File: src/rtl/aclink_tx_pkg.sv
package aclink_tx_pkg;

    localparam int SLOT_W  = 20;
    localparam int TAG_W   = 16;
    localparam int SMP_W   = 16;
    localparam int IDX_W   = 7;
    localparam int LAST_SL = 12;

    typedef struct packed {
        logic              ready;
        logic              rd_vld;
        logic [IDX_W-1:0]  idx;
        logic [SMP_W-1:0]  rdata;
        logic [2:0]        rec_vld;
        logic [SMP_W-1:0]  left;
        logic [SMP_W-1:0]  right;
        logic [SMP_W-1:0]  mic;
    } frame_t;

    typedef struct packed {
        logic       in_frame;
        logic [3:0] slot;
        logic [4:0] bitp;
    } pos_t;

    // tag slot: ready at bit 15, slot n flag at bit 15-n
    function automatic logic [TAG_W-1:0] tag_word(input frame_t f);
        logic [TAG_W-1:0] t;
        t       = '0;
        t[15]   = f.ready;
        t[14]   = f.rd_vld;
        t[13]   = f.rd_vld;
        t[12]   = f.rec_vld[0];
        t[11]   = f.rec_vld[1];
        t[9]    = f.rec_vld[2];
        return t;
    endfunction

    function automatic logic [SLOT_W-1:0] slot_word(input frame_t f, input logic [3:0] s);
        logic [SLOT_W-1:0] w;
        w = '0;
        case (s)
            4'd1: if (f.rd_vld)     w = {1'b0, f.idx, 12'h000};
            4'd2: if (f.rd_vld)     w = {f.rdata, 4'h0};
            4'd3: if (f.rec_vld[0]) w = {f.left, 4'h0};
            4'd4: if (f.rec_vld[1]) w = {f.right, 4'h0};
            4'd6: if (f.rec_vld[2]) w = {f.mic, 4'h0};
            default: w = '0;
        endcase
        return w;
    endfunction

endpackage

File: src/rtl/aclink_tx_edge.sv
module aclink_tx_edge (
    input  logic bit_clk,
    input  logic rst_n,
    input  logic sync,
    output logic start
);
    typedef struct packed {
        logic now;
        logic prev;
    } smp_t;

    smp_t smp_d, smp_q;

    always_comb begin
        smp_d      = smp_q;
        smp_d.now  = sync;
        smp_d.prev = smp_q.now;
    end

    always_ff @(negedge bit_clk or negedge rst_n) begin
        if (!rst_n) smp_q <= '0;
        else        smp_q <= smp_d;
    end

    assign start = smp_q.now & ~smp_q.prev;

endmodule

File: src/rtl/aclink_tx_pos.sv
module aclink_tx_pos
    import aclink_tx_pkg::*;
(
    input  logic bit_clk,
    input  logic rst_n,
    input  logic start,
    output pos_t pos_d,
    output pos_t pos_q
);
    always_comb begin
        pos_d = pos_q;
        if (start) begin
            pos_d.in_frame = 1'b1;
            pos_d.slot     = 4'd0;
            pos_d.bitp     = 5'd15;
        end else if (pos_q.in_frame) begin
            if (pos_q.bitp == 5'd0) begin
                if (pos_q.slot == 4'(LAST_SL)) begin
                    pos_d.in_frame = 1'b0;
                end else begin
                    pos_d.slot = pos_q.slot + 4'd1;
                    pos_d.bitp = 5'(SLOT_W - 1);
                end
            end else begin
                pos_d.bitp = pos_q.bitp - 5'd1;
            end
        end
    end

    always_ff @(posedge bit_clk or negedge rst_n) begin
        if (!rst_n) pos_q <= '0;
        else        pos_q <= pos_d;
    end

    assert_first_bit_R2: assert property (@(posedge bit_clk) disable iff (!rst_n)
        start |=> (pos_q.in_frame && pos_q.slot == 4'd0 && pos_q.bitp == 5'd15));

    assert_frame_end_R3: assert property (@(posedge bit_clk) disable iff (!rst_n)
        (pos_q.in_frame && pos_q.slot == 4'(LAST_SL) && pos_q.bitp == 5'd0 && !start)
        |=> !pos_q.in_frame);

endmodule

File: src/rtl/aclink_tx_frame.sv
module aclink_tx_frame
    import aclink_tx_pkg::*;
#(
    parameter int READY_FRAMES = 2
) (
    input  logic        bit_clk,
    input  logic        rst_n,
    input  logic        sync,
    input  logic        rd_req,
    input  logic [6:0]  rd_index,
    input  logic [15:0] rd_data,
    input  logic [15:0] rec_left,
    input  logic [15:0] rec_right,
    input  logic [15:0] rec_mic,
    input  logic [2:0]  rec_vld,
    output logic        sdata_in
);
    localparam int CNT_W = $clog2(READY_FRAMES + 2);
    localparam logic [CNT_W-1:0] CNT_TOP = CNT_W'(READY_FRAMES);

    typedef struct packed {
        frame_t            cont;
        logic              pend;
        logic [IDX_W-1:0]  pidx;
        logic [SMP_W-1:0]  pdata;
        logic [CNT_W-1:0]  cnt;
        logic              sdata;
    } st_t;

    logic start;
    pos_t pos_d, pos_q;
    st_t  st_d, st_q;

    aclink_tx_edge u_edge (
        .bit_clk (bit_clk),
        .rst_n   (rst_n),
        .sync    (sync),
        .start   (start)
    );

    aclink_tx_pos u_pos (
        .bit_clk (bit_clk),
        .rst_n   (rst_n),
        .start   (start),
        .pos_d   (pos_d),
        .pos_q   (pos_q)
    );

    always_comb begin
        logic              ready_now;
        logic [TAG_W-1:0]  tw;
        logic [SLOT_W-1:0] sw;
        st_d      = st_q;
        ready_now = (st_q.cnt == CNT_TOP);

        if (rd_req) begin
            st_d.pend  = 1'b1;
            st_d.pidx  = rd_index;
            st_d.pdata = rd_data;
        end

        if (start) begin
            if (!ready_now) st_d.cnt = st_q.cnt + 1'b1;
            st_d.cont.ready   = ready_now;
            st_d.cont.rd_vld  = ready_now & st_q.pend;
            st_d.cont.idx     = st_q.pidx;
            st_d.cont.rdata   = st_q.pdata;
            st_d.cont.rec_vld = ready_now ? rec_vld : 3'b000;
            st_d.cont.left    = rec_left;
            st_d.cont.right   = rec_right;
            st_d.cont.mic     = rec_mic;
            if (ready_now && !rd_req) st_d.pend = 1'b0;
        end

        tw = tag_word(st_d.cont);
        sw = slot_word(st_d.cont, pos_d.slot);
        if (!pos_d.in_frame)          st_d.sdata = 1'b0;
        else if (pos_d.slot == 4'd0)  st_d.sdata = tw[pos_d.bitp[3:0]];
        else                          st_d.sdata = sw[pos_d.bitp];
    end

    always_ff @(posedge bit_clk or negedge rst_n) begin
        if (!rst_n) st_q <= '0;
        else        st_q <= st_d;
    end

    assign sdata_in = st_q.sdata;

    assert_idle_low_R3: assert property (@(posedge bit_clk) disable iff (!rst_n)
        !pos_q.in_frame |-> !sdata_in);

    assert_tag_tail_R4: assert property (@(posedge bit_clk) disable iff (!rst_n)
        (pos_q.in_frame && pos_q.slot == 4'd0 && pos_q.bitp < 5'd3) |-> !sdata_in);

    assert_notready_quiet_R5: assert property (@(posedge bit_clk) disable iff (!rst_n)
        (pos_q.in_frame && !st_q.cont.ready) |-> !sdata_in);

    assert_echo_pad_R6: assert property (@(posedge bit_clk) disable iff (!rst_n)
        (pos_q.in_frame && pos_q.slot == 4'd1 && (pos_q.bitp == 5'd19 || pos_q.bitp < 5'd12))
        |-> !sdata_in);

    assert_low_nibble_R8: assert property (@(posedge bit_clk) disable iff (!rst_n)
        (pos_q.in_frame && pos_q.slot >= 4'd2 && pos_q.bitp < 5'd4) |-> !sdata_in);

    assert_reserved_zero_R9: assert property (@(posedge bit_clk) disable iff (!rst_n)
        (pos_q.in_frame && (pos_q.slot == 4'd5 || pos_q.slot >= 4'd7)) |-> !sdata_in);

endmodule

File: config.mk
export PLATFORM = sky130hd
export DESIGN_NAME = aclink_tx_frame
export DESIGN_NICKNAME = d
export VERILOG_FILES = /design/src/rtl/aclink_tx_pkg.sv /design/src/rtl/aclink_tx_edge.sv /design/src/rtl/aclink_tx_pos.sv /design/src/rtl/aclink_tx_frame.sv
export SDC_FILE = /design/constraint.sdc
export NUM_CORES = 1
export LEC_CHECK = 0
export ABC_CLOCK_PERIOD_IN_PS = 10300
export BUFFER_PORTS_ARGS = -buffer_cell sky130_fd_sc_hd__buf_4
export CAP_MARGIN = 20
export CORE_MARGIN = 3
export CORE_UTILIZATION = 40
export DETAILED_ROUTE_END_ITERATION = 12
export PLACE_DENSITY = 0.65
export SYNTH_ARGS = -nofsm -noshare
export SYNTH_HDL_FRONTEND = slang
export SYNTH_SLANG_ARGS = --single-unit
File: constraint.sdc
create_clock -name bit_clk -period 10.3 [get_ports bit_clk]
set_clock_uncertainty 0.2 [all_clocks]
set_input_delay 2.06 -clock bit_clk [delete_from_list [all_inputs] [get_ports bit_clk]]
set_output_delay 2.06 -clock bit_clk [all_outputs]
set_load 0.05 [all_outputs]
==> results.md <==
Clock tree:
- TritonCTS built the clock tree.
- In this run, post-CTS repair resized a total of 0 instances.
- Counting along the longest clock path gives a buffer depth of 2.
- Hold repair after CTS inserted 0 buffers.
- Once the clock tree was built, the setup fixing pass inserted 0 buffers.
- TritonCTS created 17 clock buffers.
- The H-tree depth reported by CTS is 4.
- The root buffer cell is clkbuf_16.
- The clock drives about 120 sinks.
- Clock-pin slew was measured on the worst setup and hold paths at about 0.05 ns.
- The clock latency at the later pin of the worst-skew pair is 0.41 ns.

Timing:
- Adding up every negative setup slack in the final design gives 0 ns.
- Setup repair after global routing left no endpoint under its margin.
- The final number of hold-violating endpoints came to 0.
- The max-slew violation count is 0.
- Setup violations remaining at the end of the flow were counted as 0.
- The worst max-slew margin expressed relative to the limit is 0.355.
- The slew of the pin with the lowest slew margin is 0.965 ns.

Layout:
- The number of diodes is 0.
- For this run, the post-layout net count is about 730.
- The post-layout instance count excluding filler cells is 839.
- The share of post-route cells with drive strength above 1 is 0.241.
- The cell area after layout is 6890 um^2.
- The relative area change from synthesis to final layout is 23.4%.

Floorplanning:
- The horizontal extent of the die is 124 um.
- The area of the core region is 13500 um^2.
- The die height is 124 um.
- The boundary pin count is 79.
- The effective utilization at floorplan is 0.415.
- After floorplanning, the core was divided into 42 placement rows.
- The die area is around 15000 um^2.

Pwr:
- For this design the static power due to leakage is roughly 3.2 nW.
- The power density over the cells is 208 nW/um^2.
- Across the VDD grid, the largest voltage drop is 0.118 mV.

Synthesis:
- By area the synthesized netlist is led by dfrtp_1 51%, nand2_1 12%, mux2_2 4.8%.
- Of the total synthesized cell area, the portion taken by full adders, half adders and majority gates is 0.0112.
- The post-synthesis compound-gate area fraction was 0.112.
- Summed over all instances, the cell type with the most area after synthesis is dfrtp_1.
- Of the post-synthesis cell area, the part taken by muxes is 0.0771.
- The count of mapped cells out of synthesis is 578.
- The per-instance average area after synthesis is around 9.7 um^2.
- By area, the combinational part of the netlist is dominated by simple AND/OR/NAND/NOR gates.
- The number of flops mapped to enable cells by yosys is 0.
- The commonest register cell after synthesis is dfrtp_1.
- The share of synthesized area occupied by flip-flops and latches is 0.515.
- The synthesized netlist occupies a cell area of 5580 um^2.
- The xor/xnor share of the synthesized area is 0.00157.
- The post-synthesis net count is 661.
- The fraction of synthesized cell area taken by the top area cell type is 0.506.
- The number of unique standard cell types used by synthesis is 65.
- Of all flip-flops after synthesis, the portion carrying an async set or reset was 1.00.
- Counting flops and latches in the post-synthesis netlist gives between 100 and 150.
- Of the total synthesized cell area, the portion taken by AND, OR, NAND and NOR gates is 0.230.
- Yosys printed 0 warnings.

Routing:
- The first routing iteration left ~390 violations.
- Detailed routing inserted a total of 4544 vias.
- The number of vias per cell is 5.42.
- The detail route stage leaves a number of antenna-violating nets equal to 0.
- The pre-antenna-repair detailed-routing pass consisted of 5 iterations.
- The routed wire length is 14300 um.
- The wire length per cell after detailed routing is 17.0 um.
- After detailed routing, the number of remaining DRC violations is 0.

Critical path:
- The kind of end point of the critical path is a register.
- The setup path with the least slack is of type register to register.
- The startpoint identified for the worst register-to-register timing path is u_edge.smp_d[0].
- The critical path arrival is roughly 8.7 ns.
- The start point of the critical path is u_edge.smp_d[0].
- STA classifies the critical path startpoint as a register.
- The critical path required time is 10.42 ns.
- Along the worst path, the maximum fanout reaches 36.

Run:
- The count of maximum capacitance violations is 0.

Placed design:
- The post-detailed-placement cell area is 6270 um^2.
- Once detailed placement completed, the half-perimeter wirelength came to about 9900 um.
- Routability-driven placement finished with a final weighted congestion of 0.891.
- Including well taps, the total number of placed cells is between 800 and 900.
- Port buffering added 78 buffers.

GRT:
- The initial antenna violation count is 0.
- Entering global routing, the biggest net connects 67 pins.
- The via count of the first global-routing pass is 4668.
- The wire length of the first global-routing pass is around 23000 um.
- The total overflow left after global routing is 0.
- For this run, the total global-route usage over all layers was measured as 0.198.

Hold path:
- The hold path startpoint is u_edge.smp_d[0].
- In this run the worst hold path is classified as register to register.

Run status:
- The flow ran to the end, and the final reports show no timing, DRC or antenna violations.
critical path, cell delays in order, from the launching register on:
cell      delay (ns)
dfrtn_1         0.46
nor2b_4         0.81
a41oi_1         0.09
nand3_1         0.39
nand3_1         0.36
o22ai_1         0.28
o311ai_0        0.16
a211oi_1        0.25
nor4_1          0.08
o31ai_1         0.24
flip-flops by register name (all words and copies together), names as in the netlist:
name	count
sdata_in	1
u_edge.smp_q	1
st_q	102
u_edge.smp_d	1
u_pos.pos_q	10
path summary, 6_finish.rpt:
kind	end	slack (ns)	cells past startpoint
max in group asynchronous	u_edge.smp_d[0]	2.89	1
worst min-delay path	u_edge.smp_q[0]	0.19	0
worst max-delay path	sdata_in	1.76	9
worst max register to register	sdata_in	1.76	9
min in group asynchronous	st_q[48]	1.47	1
worst min register to register	u_edge.smp_q[0]	0.19	0
per-layer routing:
layer  vias to the layer above  track usage  share of wire  wire length, um
met5                         -            0              0                0
met4                         0       0.0527          0.012              168
met3                        17       0.0568          0.056              803
met2                       141        0.326           0.50             7090
met1                      2225        0.256           0.44             6240
li1                       2161            -              -                -
through the flow:
step | hold WS, ns | power (W) | setup slack, ns | utilization
CTS | 0.192 | 0.00144 | 1.76 | 0.512
detailed placement | 0.188 | 0.000830 | 1.75 | 0.466
global route | 0.201 | 0.00151 | 1.50 | 0.512
floorplan | 0.127 | 0.000737 | 2.35 | -
global placement | 0.162 | 0.000824 | 1.92 | 0.466
finish | 0.192 | 0.00143 | 1.76 | 0.512
report_power, final:
part	total, W	internal, W	switching (W)
clock	0.000607	0.000409	0.000198
combinational	0.000273	0.000108	0.000165
sequential	0.000553	0.000519	0.0000345
layout make-up:
cell class                 instances  area, um^2
multi-input combinational        402        2420
fill                            1267        6560
inverter                          31         116
sequential                       115        2880
tap                              176         220
clock inverter                    10         128
clock buffer                      22         494
timing repair buffer              83         636
cell usage in the layout, fill, tap and decap left out, drive strengths merged, types with 3 or more instances in the layout:
master,n
a22oi,7
mux2,24
clkinv,6
or4,3
bufinv,3
a31oi,4
nor2,7
or4b,3
inv,31
nor2b,8
nand3,16
nand4,25
o21ai,13
o311ai,3
dfrtp,113
clkbuf,22
ha,5
o31ai,6
nor3,4
nand2b,8
o211ai,8
a21oi,13
o22ai,11
nand2,181
a211oi,9
buf,83
nor4,5
mux2i,16
cells in the mapped netlist (all sizes together) (2+ instances only):
| cell | count |
|---|---|
| clkbuf | 17 |
| nor2 | 7 |
| or4b | 3 |
| nand2b | 8 |
| o311ai | 3 |
| inv | 31 |
| a211oi | 9 |
| mux2 | 24 |
| nand3 | 16 |
| nor2b | 8 |
| a22oi | 7 |
| mux2i | 16 |
| dfrtn | 2 |
| a21boi | 2 |
| nor4 | 5 |
| o31ai | 6 |
| nor4b | 2 |
| o32ai | 2 |
| buf | 12 |
| nand2 | 181 |
| o21ai | 13 |
| a41o | 2 |
| nand4 | 25 |
| dfrtp | 113 |
| o22ai | 11 |
| a21oi | 13 |
| ha | 5 |
| o211ai | 8 |
| nor3 | 4 |
| or4 | 3 |
| a31oi | 4 |
kinds of logic after synthesis:
logic type	count (synthesis)
AO/OA/AOI/OAI	87
XOR/XNOR	1
adder cells (fa/ha/maj)	5
buffers and inverters	61
flip-flops	115
multiplexers	40
AND/OR/NAND/NOR	269
(Power assumes the default switching activity.)
